**src/rtl/lightseq_pkg.sv**
```systemverilog
package lightseq_pkg;

  typedef enum logic [1:0] {
    S_OFF   = 2'd0,
    S_INTEG = 2'd1,
    S_ARM   = 2'd2,
    S_RUN   = 2'd3
  } seq_state_e;

  // strobes from control to datapath
  typedef struct packed {
    logic clrCnt;
    logic cntEn;
    logic satEn;
    logic latch;
    logic selTimer;
    logic clrOvf;
  } seq_ctl_t;

endpackage

```
**src/rtl/lightseq_ctrl.sv**
```systemverilog
module lightseq_ctrl
  import lightseq_pkg::*;
#(
  parameter int DATA_W   = 16,
  parameter int RES_STEP = 4
) (
  input  logic              clk,
  input  logic              rstN,
  input  logic              cmdWr,
  input  logic [7:0]        cmdData,
  input  logic              syncPulse,
  input  logic              oscTick,
  input  logic              atTerm,
  output seq_ctl_t          ctl,
  output logic [DATA_W-1:0] termVal,
  output logic              active,
  output logic              convStart,
  output logic              convIr,
  output logic [1:0]        convRange
);

  seq_state_e state, nextState;
  logic       cfgCont;
  logic       cfgIr;
  logic [1:0] cfgRes;   // command bits 3:2
  logic [1:0] cfgRange;
  logic       startNow;

  logic newOff, newExt;
  assign newOff = !cmdData[7] || (cmdData[4] && cmdData[3]);
  assign newExt = cmdData[4];

  // each resolution step removes RES_STEP bits of the window length
  assign termVal = {DATA_W{1'b1}} >> (RES_STEP * cfgRes);

  always_comb begin
    nextState = state;
    ctl       = '0;
    startNow  = 1'b0;
    if (cmdWr) begin
      ctl.clrCnt = 1'b1;
      ctl.clrOvf = 1'b1;
      if (newOff)      nextState = S_OFF;
      else if (newExt) nextState = S_ARM;
      else begin
        nextState = S_INTEG;
        startNow  = 1'b1;
      end
    end else begin
      case (state)
        S_INTEG: begin
          ctl.cntEn = 1'b1;
          if (oscTick && atTerm) begin
            ctl.latch  = 1'b1;
            ctl.clrCnt = 1'b1;
            if (cfgCont) startNow = 1'b1;
            else         nextState = S_OFF;
          end
        end
        S_ARM: begin
          if (syncPulse) begin
            nextState  = S_RUN;
            ctl.clrCnt = 1'b1;
            ctl.clrOvf = 1'b1;
            startNow   = 1'b1;
          end
        end
        S_RUN: begin
          ctl.cntEn = 1'b1;
          ctl.satEn = 1'b1;
          if (syncPulse) begin
            ctl.latch    = 1'b1;
            ctl.selTimer = cfgRes[0];
            ctl.clrCnt   = 1'b1;
            ctl.clrOvf   = 1'b1;
            if (cfgCont) startNow = 1'b1;
            else         nextState = S_OFF;
          end
        end
        default: ;
      endcase
    end
  end

  always_ff @(posedge clk) begin
    if (!rstN) begin
      state     <= S_OFF;
      cfgCont   <= 1'b0;
      cfgIr     <= 1'b0;
      cfgRes    <= 2'd0;
      cfgRange  <= 2'd0;
      convStart <= 1'b0;
    end else begin
      state     <= nextState;
      convStart <= startNow;
      if (cmdWr) begin
        cfgCont  <= cmdData[6];
        cfgIr    <= cmdData[5];
        cfgRes   <= cmdData[3:2];
        cfgRange <= cmdData[1:0];
      end
    end
  end

  assign active    = (state != S_OFF);
  assign convIr    = cfgIr;
  assign convRange = cfgRange;

  // a one-shot result returns the block to power-down
  p_oneshot_off_r4: assert property (@(posedge clk) disable iff (!rstN)
    (ctl.latch && !cfgCont && !cmdWr) |=> (state == S_OFF));

  // disabling command powers down in the next cycle
  p_power_down_r2: assert property (@(posedge clk) disable iff (!rstN)
    (cmdWr && !cmdData[7]) |=> !active);

  // window start pulse only while powered
  p_start_active_r12: assert property (@(posedge clk) disable iff (!rstN)
    convStart |-> active);

endmodule

```
**src/rtl/lightseq_dpath.sv**
```systemverilog
module lightseq_dpath
  import lightseq_pkg::*;
#(
  parameter int DATA_W = 16
) (
  input  logic              clk,
  input  logic              rstN,
  input  seq_ctl_t          ctl,
  input  logic              oscTick,
  input  logic [DATA_W-1:0] convCount,
  input  logic [DATA_W-1:0] termVal,
  output logic [DATA_W-1:0] dataOut,
  output logic              updStrobe,
  output logic              timerOvf,
  output logic              atTerm
);

  localparam logic [DATA_W-1:0] MAXV = {DATA_W{1'b1}};

  logic [DATA_W-1:0] cnt;

  assign atTerm = (cnt == termVal);

  always_ff @(posedge clk) begin
    if (!rstN) begin
      cnt       <= '0;
      dataOut   <= '0;
      updStrobe <= 1'b0;
      timerOvf  <= 1'b0;
    end else begin
      updStrobe <= ctl.latch;
      if (ctl.latch) dataOut <= ctl.selTimer ? cnt : convCount;

      if (ctl.clrCnt) begin
        cnt <= '0;
      end else if (ctl.cntEn && oscTick) begin
        if (cnt != MAXV) cnt <= cnt + 1'b1;
        else if (ctl.satEn) timerOvf <= 1'b1;
      end

      if (ctl.clrOvf) timerOvf <= 1'b0;
    end
  end

  // overflow only once the timer has stuck at its ceiling
  p_ovf_sat_r9: assert property (@(posedge clk) disable iff (!rstN)
    timerOvf |-> (cnt == MAXV));

  // result changes only together with an update
  p_data_hold_r10: assert property (@(posedge clk) disable iff (!rstN)
    !$stable(dataOut) |-> updStrobe);

endmodule

```
**src/rtl/lightseq_top.sv**
```systemverilog
module lightseq_top
  import lightseq_pkg::*;
#(
  parameter int DATA_W   = 16,
  parameter int RES_STEP = 4
) (
  input  logic              clk,
  input  logic              rstN,
  input  logic              cmdWr,
  input  logic [7:0]        cmdData,
  input  logic              syncPulse,
  input  logic              oscTick,
  input  logic [DATA_W-1:0] convCount,
  output logic              convStart,
  output logic              convIr,
  output logic [1:0]        convRange,
  output logic [DATA_W-1:0] dataOut,
  output logic              active,
  output logic              updStrobe,
  output logic              timerOvf
);

  seq_ctl_t          ctl;
  logic [DATA_W-1:0] termVal;
  logic              atTerm;

  lightseq_ctrl #(.DATA_W(DATA_W), .RES_STEP(RES_STEP)) u_ctrl (
    .clk       (clk),
    .rstN      (rstN),
    .cmdWr     (cmdWr),
    .cmdData   (cmdData),
    .syncPulse (syncPulse),
    .oscTick   (oscTick),
    .atTerm    (atTerm),
    .ctl       (ctl),
    .termVal   (termVal),
    .active    (active),
    .convStart (convStart),
    .convIr    (convIr),
    .convRange (convRange)
  );

  lightseq_dpath #(.DATA_W(DATA_W)) u_dpath (
    .clk       (clk),
    .rstN      (rstN),
    .ctl       (ctl),
    .oscTick   (oscTick),
    .convCount (convCount),
    .termVal   (termVal),
    .dataOut   (dataOut),
    .updStrobe (updStrobe),
    .timerOvf  (timerOvf),
    .atTerm    (atTerm)
  );

  // while armed and waiting for the first sync, no result appears
  p_arm_quiet_r6: assert property (@(posedge clk) disable iff (!rstN)
    (u_ctrl.state == S_ARM) |-> !updStrobe);

endmodule

```
**config.mk**
```make
export PLATFORM = sky130hd
export DESIGN_NAME = lightseq_top
export DESIGN_NICKNAME = d
export VERILOG_FILES = /design/src/rtl/lightseq_pkg.sv /design/src/rtl/lightseq_ctrl.sv /design/src/rtl/lightseq_dpath.sv /design/src/rtl/lightseq_top.sv
export SDC_FILE = /design/constraint.sdc
export NUM_CORES = 1
export LEC_CHECK = 0
export CAP_MARGIN = 20
export CORE_ASPECT_RATIO = 2
export CORE_MARGIN = 4
export CORE_UTILIZATION = 56
export CTS_CLUSTER_SIZE = 14
export DETAILED_ROUTE_END_ITERATION = 16
export DONT_BUFFER_PORTS = 1
export MAX_ROUTING_LAYER = met4
export PLACE_DENSITY = 0.74
export SYNTH_ARGS = -nofsm -noshare
export SYNTH_HDL_FRONTEND = slang
export SYNTH_SLANG_ARGS = --single-unit
```
**constraint.sdc**
```tcl
create_clock -name clk -period 2.1 [get_ports clk]
set_input_delay 0.21 -clock clk [delete_from_list [all_inputs] [get_ports clk]]
set_output_delay 0.21 -clock clk [all_outputs]
set_load 0.005 [all_outputs]
```
## Word level (Yosys, flattened, before mapping)

Cells that the tools add are included.
W data, S select, Z words.

| operators by class | value |
|---|---|
| add/subtract/negate cells | 1 |
| equal/unequal tests | 8 |
| shifts and indexed selects | 1 |
| mux-type cells | 28 |
| bitwise gates (word level) | 3 |
| reductions and logical operators | 14 |

Operators with widths:

| cell | count |
|---|---|
| $add A16 B1 Y16 const B | 1 |
| $eq A16 B16 Y1 | 1 |
| $mux W16 | 1 |
| $ne A16 B16 Y1 const B | 1 |
| $shr A16 B4 Y16 const A | 1 |
| $mux W2 | 7 |
| $mux W1 | 13 |
| $reduce_and A4 Y1 | 2 |
| $reduce_or A2 Y1 | 4 |
| $ne A3 B3 Y1 const B | 2 |
| $pmux W1 S2 | 3 |
| $pmux W2 S3 | 1 |
| $eq A2 B2 Y1 const B | 2 |
| $mux W4 | 1 |
| $reduce_bool A4 Y1 | 1 |
| $logic_and A1 B1 Y1 | 3 |
| $mux W3 | 1 |
| $ne A3 B2 Y1 const B | 1 |
| $not A1 Y1 | 3 |
| $pmux W1 S3 | 1 |
| $eq A2 B1 Y1 const B | 1 |
| $reduce_and A2 Y1 | 1 |
| $reduce_bool A2 Y1 | 1 |
| $logic_not A1 Y1 | 1 |
| $logic_or A1 B1 Y1 | 1 |

| word-level totals | value |
|---|---|
| register bits after elaboration | 43 |
| input bits | 29 |
| output and inout bits | 23 |
| logic and storage cells | 65 |

## Logic depth before layout (Yosys ltp)

Gate-level depths: netlist of the first run.

| logic depth | value |
|---|---|
| depth in word-level cells | 8 |
| mapped depth | 8 |
| gate-level depth less buffers | 6 |

## Modules after synthesis

Synthesis of the first run repeated with hierarchy kept, for this count alone.

| unflattened totals | value |
|---|---|
| cells, all modules | 264 |
| area, all modules | 2463.6 um^2 |

Modules (own cells, without submodules):

| module | instances | cells each | area each (um^2) | seq. area each (um^2) |
|---|---|---|---|---|
| lightseq_dpath | 1 | 201 | 1890.6 | 680.7 |
| lightseq_ctrl | 1 | 63 | 573.0 | 180.2 |

## Least setup slack after synthesis of the first run

No wires, ideal clock.

| timing | value |
|---|---|
| path kind | register to register |
| from | register u_dpath.cnt[8] |
| to | register u_dpath.dataOut[0] |
| library setup time | 0.059 ns |
| data arrival time | 2.176 ns |
| required time | 2.041 ns |
| slack | -0.135 ns |
| stages on the path, launching flop included | 8 |
| path buffers | 2 |
| clock period less this slack | 2.235 ns |
| cells stage by stage | dfxtp_1 or4_1 mux2_4 o41ai_4 and2_1 buf_4 buf_6 o211a_1 |

| on the way | value |
|---|---|
| word-level cells in the longest chain between the ends | 5 |

RTL lines:

| element | line | source |
|---|---|---|
| start, declared | lightseq_dpath.sv:20 | `logic [DATA_W-1:0] cnt;` |
| start signal, assigned | lightseq_dpath.sv:37 | `if (cnt != MAXV) cnt <= cnt + 1'b1;` |
| $eq A16 B16 Y1 | lightseq_dpath.sv:22 | `assign atTerm = (cnt == termVal);` |
| $logic_and A1 B1 Y1 | lightseq_ctrl.sv:53 | `if (oscTick && atTerm) begin` |
| $mux W1 | lightseq_ctrl.sv:53 |  |
| $pmux W1 S2 | lightseq_ctrl.sv:50 | `case (state)` |
| $mux W4 | lightseq_ctrl.sv:40 | `if (cmdWr) begin` |
| end signal, assigned | lightseq_dpath.sv:32 | `if (ctl.latch) dataOut <= ctl.selTimer ? cnt : convCount;` |
| end, declared | lightseq_dpath.sv:12 | `output logic [DATA_W-1:0] dataOut,` |

No other way between the ends.
A chain may end at the register's enable or synchronous reset.

## Worst setup path in the final report of the first run

| timing | value |
|---|---|
| from | register u_dpath.cnt[1] |
| to | register u_dpath.dataOut[11] |

Same word-level chain as after synthesis.

==> summary.txt, run 1 <==
Timing
  – Final period util: 0.951
  – Final min period: 2000 ps
  – Tightest Pin Transition: 581 ps
  – Final Hold Fails: 0
  – Clock Skew: 5.65 ps
  – Setup-failing EPs final: 0
  – Slew Viols, Final: 0
  – Max frequency: 0.501 GHz
  – Max-slew headroom: 0.603
  – RSZ-0062 raised after global routing: true

GRT
  – Pin count of the biggest net entering global routing: 27
  – Grt ovf: 0
  – Initial antenna violation count: 0
  – First-pass GRT wire length: 7.76 mm
  – GRT Overall Usage: 0.213
  – Vias in the first global route: 1779

Hold path
  – HP Class: input port to flop

Detailed routing
  – DR vias/cell: 6.15
  – Via Count: 1741
  – ANT nets after route: 0
  – Remaining DRCs: 0
  – Routed wire per std cell: 17.2 µm
  – Initial drt markers: 37
  – Drt first pass iters: 4
  – Detailed Route WL: 4.85 mm

Worst setup path
  – Worst-path cell chain: ha_2 > and3_1 > nand3b_1 > o41ai_4 > and2_4 > buf_4 > o211a_1
  – Maximum fanout along the worst path: 10
  – CP Buf/Inv Count: 1
  – Critical path class: flop to flop
  – Crit-path max cell delay: 440 ps
  – CP max-delay cell: o41ai_4
  – Setup crit start kind: flop
  – Crit path capture type: flop
  – CP arrival: 2240 ps
  – CP delay by family, top: simple AND/OR/NAND/NOR gates
  – CP required: 2340 ps

Synth
  – #FFs+latches synth: 43
  – Asr flop ratio synth: 0
  – Post-synthesis net count: 257
  – Most common flop cell mapped by yosys: dfxtp_1
  – Cell area after synthesis: 2130 µm²
  – Cell variety after synth: 43
  – Post-synth EDFFs: 0
  – Synth Instances: 227
  – Yosys top cell area share: 0.404
  – Top-count cell post-synth: dfxtp_1
  – Sequential cell area fraction in the yosys report: 0.404
  – Syn Area/Cell: 9.38 µm²
  – Yosys warns: 0
  – Synth area leader: dfxtp_1
  – Top cells by area, synth: dfxtp_1 (40%), mux2i_1 (11%), o211a_1 (7.5%)
  – Synth top cells by count: dfxtp_1 (43), mux2i_1 (24), nand3_1 (20), nor2_1 (19), o211a_1 (16)

Power
  – Total power density per cell area: 691 nW/µm²
  – Peak supply drop: 0.479 mV
  – Total leakage power: 1.20 nW

Layout
  – Final Util: 0.654
  – Layout Cells excl Fill: 283
  – Post-layout net count: 263
  – N_diodes: 0
  – Layout cell share with drive strength beyond 1: 0.124
  – Area delta synth->final: 12.0%

Place
  – Input/output buffers: 0
  – DPL Wire Length: 3.76 mm
  – Post-Place Cells: 275
  – Routability cong.: 0.929

Clock network
  – Clock Latency Late Sink: 290 ps
  – Max Root-Sink Buffers: 2
  – Setup Buffers After CTS: 0
  – # clock sinks: 43
  – Reg clk slew, reported paths: 80 ps
  – CTS tree: done
  – H-tree Lvls: 2
  – Cts bufs inserted: 5
  – Root buf cell: clkbuf_8

Flow run
  – MaxCap Viol Count: 0

Floorplan
  – Core Box Area: 3650 µm²
  – Cell row count: 31
  – Die Ht: 95.2 µm
  – Die Wd: 51.6 µm
  – I/O pins: 52
  – Die area: 4910 µm²
  – Initial Util: 0.584

Outcome
  – Status: complete, no violations
through the flow:
stage,cell area (µm²),total power [mW],hold WS [ps],TNS (ps),worst slack [ps]
4_1_cts,2380,1.66,35.9,0,44.3
5_1_grt,2380,1.70,35.4,-9.70,-5.29
3_3_place_gp,2240,0.922,343,0,125
2_1_floorplan,2140,0.917,380,0,10.5
6_report,2380,1.65,44.2,0,102
3_5_place_dp,2240,0.925,349,0,65.5
layout make-up:
cell class | instances | area, µm²
tap | 49 | 61.3
fill | 331 | 1260
clock inverter | 2 | 60.1
timing repair buffer | 14 | 118
inverter | 1 | 3.75
clock buffer | 6 | 72.6
sequential | 43 | 863
multi-input combinational | 168 | 1200
worst register-to-register path: stages, from the launching register on:
cell,delay (ps)
dfxtp_1,370
ha_2,220
and3_1,230
nand3b_1,170
o41ai_4,440
and2_4,220
buf_4,160
o211a_1,140
placed cells by master, fill, tap and decap left out, types with 2 or more instances in the layout:
master and instances:
o21ai_0 4, nor4_1 3, o311a_1 2, nand3b_1 2
nand4_1 7, nor2b_1 10, a21oi_1 4, dfxtp_2 2
o211a_1 16, bufinv_16 2, dfxtp_1 41, nand2_1 11
and4_1 2, xor2_1 5, clkbuf_8 5, nor2_1 19
nor3_1 4, nand3_1 20, nor3b_1 2, buf_4 13
mux2i_1 24, and3_1 5, xnor2_1 8
logic make-up after synthesis:
kind of cell	after synthesis	synth area share
multiplexers	25	0.120
buffers and inverters	16	0.0347
flip-flops	43	0.404
AND/OR/NAND/NOR	94	0.236
XOR/XNOR	13	0.0535
AO/OA/AOI/OAI	35	0.146
adder cells (fa/ha/maj)	1	0.00588
final timing paths:
path	to	slack, ps	cells after the start	startpoint
max	u_dpath.dataOut[11]	100	7	u_dpath.cnt[1]
min	u_dpath.dataOut[13]	40	1	rstN
min reg2reg	u_dpath.cnt[1]	530	2	u_dpath.cnt[1]
max reg2reg	u_dpath.dataOut[11]	100	7	u_dpath.cnt[1]
sequential cells by signal, indices dropped and copies added, names as in the netlist:
name / flops
u_dpath.cnt: 16
u_dpath.dataOut: 16
u_ctrl.cfgRes: 2
u_ctrl.convRange: 2
u_ctrl.state: 2
u_ctrl.cfgCont: 1
u_ctrl.convIr: 1
u_ctrl.convStart: 1
u_dpath.timerOvf: 1
u_dpath.updStrobe: 1
power by group:
group          leakage [nW]  switching [mW]  internal (mW)
Clock                0.0654           0.265          0.475
Combinational         0.784          0.0344         0.0367
Sequential            0.349          0.0109          0.825
Total                  1.20           0.311           1.34
timing repair:
action,in CTS,in global routing
gates resized for setup,0,3
setup endpoints to repair,0,16
hold buffers,0,0
metal layers:
layer	part of all wire	GRT usage	routed length, µm	up-vias
li1	-	-	-	842
met1	0.35	0.192	1710	828
met2	0.54	0.387	2640	60
met3	0.069	0.0532	337	11
met4	0.035	0.127	168	0
met5	0	-	0	-
No activity file was read; power rests on OpenSTA's default activity.
==> run 2, diff against run 1 <==
MAX_ROUTING_LAYER = unset   (was met4)
==> run 2 against run 1 <==
Net effect:
- fmax decreased by 0.56%
- clock-buffer cell count did not move
- global-route usage down 0.60 points
- register-to-register slack hardly changed
- non-clock buffer count did not move
- first-iteration DRC count shrank 16%
- worst setup slack worse by 11 ps
==> summary.txt, run 2 (synthesized netlist as in run 1, its figures left out) <==
Place
  – Input/output buffers: 0
  – DPL Wire Length: 3.76 mm
  – Routability cong.: 0.913
  – Post-Place Cells: 275

Power
  – Total leakage power: 1.20 nW
  – Flop pwr share: 0.507
  – Switching power: 311 µW
  – Sw Share: 0.189
  – Int Pwr: 1.34 mW
  – Comb pwr share: 0.043
  – Clock power frac: 0.450
  – Total power density per cell area: 691 nW/µm²
  – Peak supply drop: 0.479 mV

Worst setup path
  – Worst-path cell chain: ha_2 > and3_1 > nand3b_1 > o41ai_4 > and2_4 > buf_4 > o211a_1
  – Critical path class: flop to flop
  – Worst r2r src: u_dpath.cnt[1]
  – Reg2reg path depth: 7
  – Crit path capture type: flop
  – Reg2reg setup slack: 90 ps
  – CP max-delay cell: o41ai_4
  – CP arrival: 2250 ps
  – Crit-path max cell delay: 440 ps
  – Setup crit start kind: flop
  – Critical R2R Capture: u_dpath.dataOut[11]
  – Maximum fanout along the worst path: 10
  – CP required: 2340 ps

Layout
  – Layout Cells excl Fill: 283
  – Biggest registers after layout: u_dpath.cnt: 16 flops, u_dpath.dataOut: 16 flops
  – Area delta synth->final: 12.0%
  – Layout cell share with drive strength beyond 1: 0.124
  – Commonest non-fill, non-tap cell in the layout: dfxtp_1
  – N_diodes: 0
  – Reg area: 863 µm²
  – Fillers: 331
  – Multi-input logic area: 1200 µm²
  – Post-layout net count: 263
  – Most frequent cells in the layout: dfxtp_1 (41), mux2i_1 (24), nand3_1 (20)

Flow run
  – MaxCap Viol Count: 0

Timing
  – Final min period: 2010 ps
  – Hold_ws: 44.8 ps
  – Max-slew headroom: 0.618
  – Final period util: 0.957
  – Slew Viols, Final: 0
  – RSZ-0062 raised after global routing: true
  – Clock Skew: 5.98 ps
  – Final Hold Fails: 0
  – Setup-failing EPs final: 0
  – Tightest Pin Transition: 559 ps
  – Max frequency: 0.498 GHz

Hold path
  – Hold path depth: 1
  – Hold Path Sink: u_dpath.dataOut[13]
  – Hold Startpoint: rstN
  – HP Class: input port to flop

Detailed routing
  – DR vias/cell: 6.15
  – Routed wire per std cell: 17.2 µm
  – Drt first pass iters: 5
  – ANT nets after route: 0
  – Initial drt markers: 31
  – Remaining DRCs: 0
  – Via Count: 1740
  – Detailed Route WL: 4.86 mm

Floorplan
  – Cell row count: 31
  – Core Box Area: 3650 µm²
  – Die Ht: 95.2 µm
  – Die Wd: 51.6 µm
  – Die area: 4910 µm²
  – I/O pins: 52
  – Initial Util: 0.584

GRT
  – Vias in the first global route: 1784
  – GRT Overall Usage: 0.207
  – First-pass GRT wire length: 7.74 mm
  – Pin count of the biggest net entering global routing: 27
  – Initial antenna violation count: 0
  – Grt ovf: 0

Clock network
  – Setup Buffers After CTS: 0
  – Max Root-Sink Buffers: 2
  – Cts bufs inserted: 5
  – Root buf cell: clkbuf_8
  – # resized after CTS: 0
  – CTS Hold Bufs: 0
  – CTS tree: done
  – Reg clk slew, reported paths: 80 ps
  – Clock Latency Late Sink: 290 ps
  – H-tree Lvls: 2
  – # clock sinks: 43

Outcome
  – Status: complete, no violations
run 2: how the worst max path moves through the flow:
stage | start | to | slack (ps) | cells after the start
floorplan | u_dpath.cnt[8] | u_dpath.dataOut[0] | 10 | 7
global placement | u_dpath.cnt[0] | u_dpath.dataOut[0] | 130 | 7
detailed placement | u_dpath.cnt[0] | u_dpath.dataOut[12] | 70 | 7
CTS | u_dpath.cnt[0] | u_dpath.dataOut[11] | 40 | 7
global route | u_dpath.cnt[1] | u_dpath.dataOut[11] | -5 | 7
finish | u_dpath.cnt[1] | u_dpath.dataOut[11] | 90 | 7
run 2: power by group through the flow:
stage	Combinational [mW]	Sequential (mW)	Clock [mW]
final	0.0710	0.836	0.740
after global routing	0.0786	0.837	0.785
after CTS	0.0714	0.835	0.756
after detailed placement	0.0707	0.855	0
after global placement	0.0680	0.854	0
after floorplan	0.0673	0.850	0
run 2: critical path: cells and delay by family (launching register included):
family,cells,cell delay [ps]
compound gates,2,580
simple gates,3,620
buf+inv,1,160
fa+ha+maj,1,220
flops,1,380
run 2: area by class of cell:
cell class | instances | area share
multi-input cells | 168 | 0.506
flip-flops and latches | 43 | 0.362
repair buffers | 14 | 0.0493
clock buffers | 6 | 0.0304
well taps | 49 | 0.0257
clock inverters | 2 | 0.0252
inverters | 1 | 0.00157
run 2: stage by stage:
step | worst slack [ps] | setup TNS (ps) | area (µm²) | power [mW] | util
floorplan | 10.5 | 0 | 2140 | 0.917 | -
global placement | 125 | 0 | 2240 | 0.922 | 0.616
detailed placement | 65.5 | 0 | 2240 | 0.925 | 0.616
CTS | 44.3 | 0 | 2380 | 1.66 | 0.652
global route | -4.85 | -8.84 | 2380 | 1.70 | 0.654
finish | 90.8 | 0 | 2380 | 1.65 | 0.654
run 2: per-layer routing:
layer  share of wire  global-route usage  up-vias
met2            0.53               0.387       75
li1                -                   -      839
met1            0.35               0.188      811
met3           0.076              0.0579       15
met4           0.041               0.127        0
met5               0                   0        -
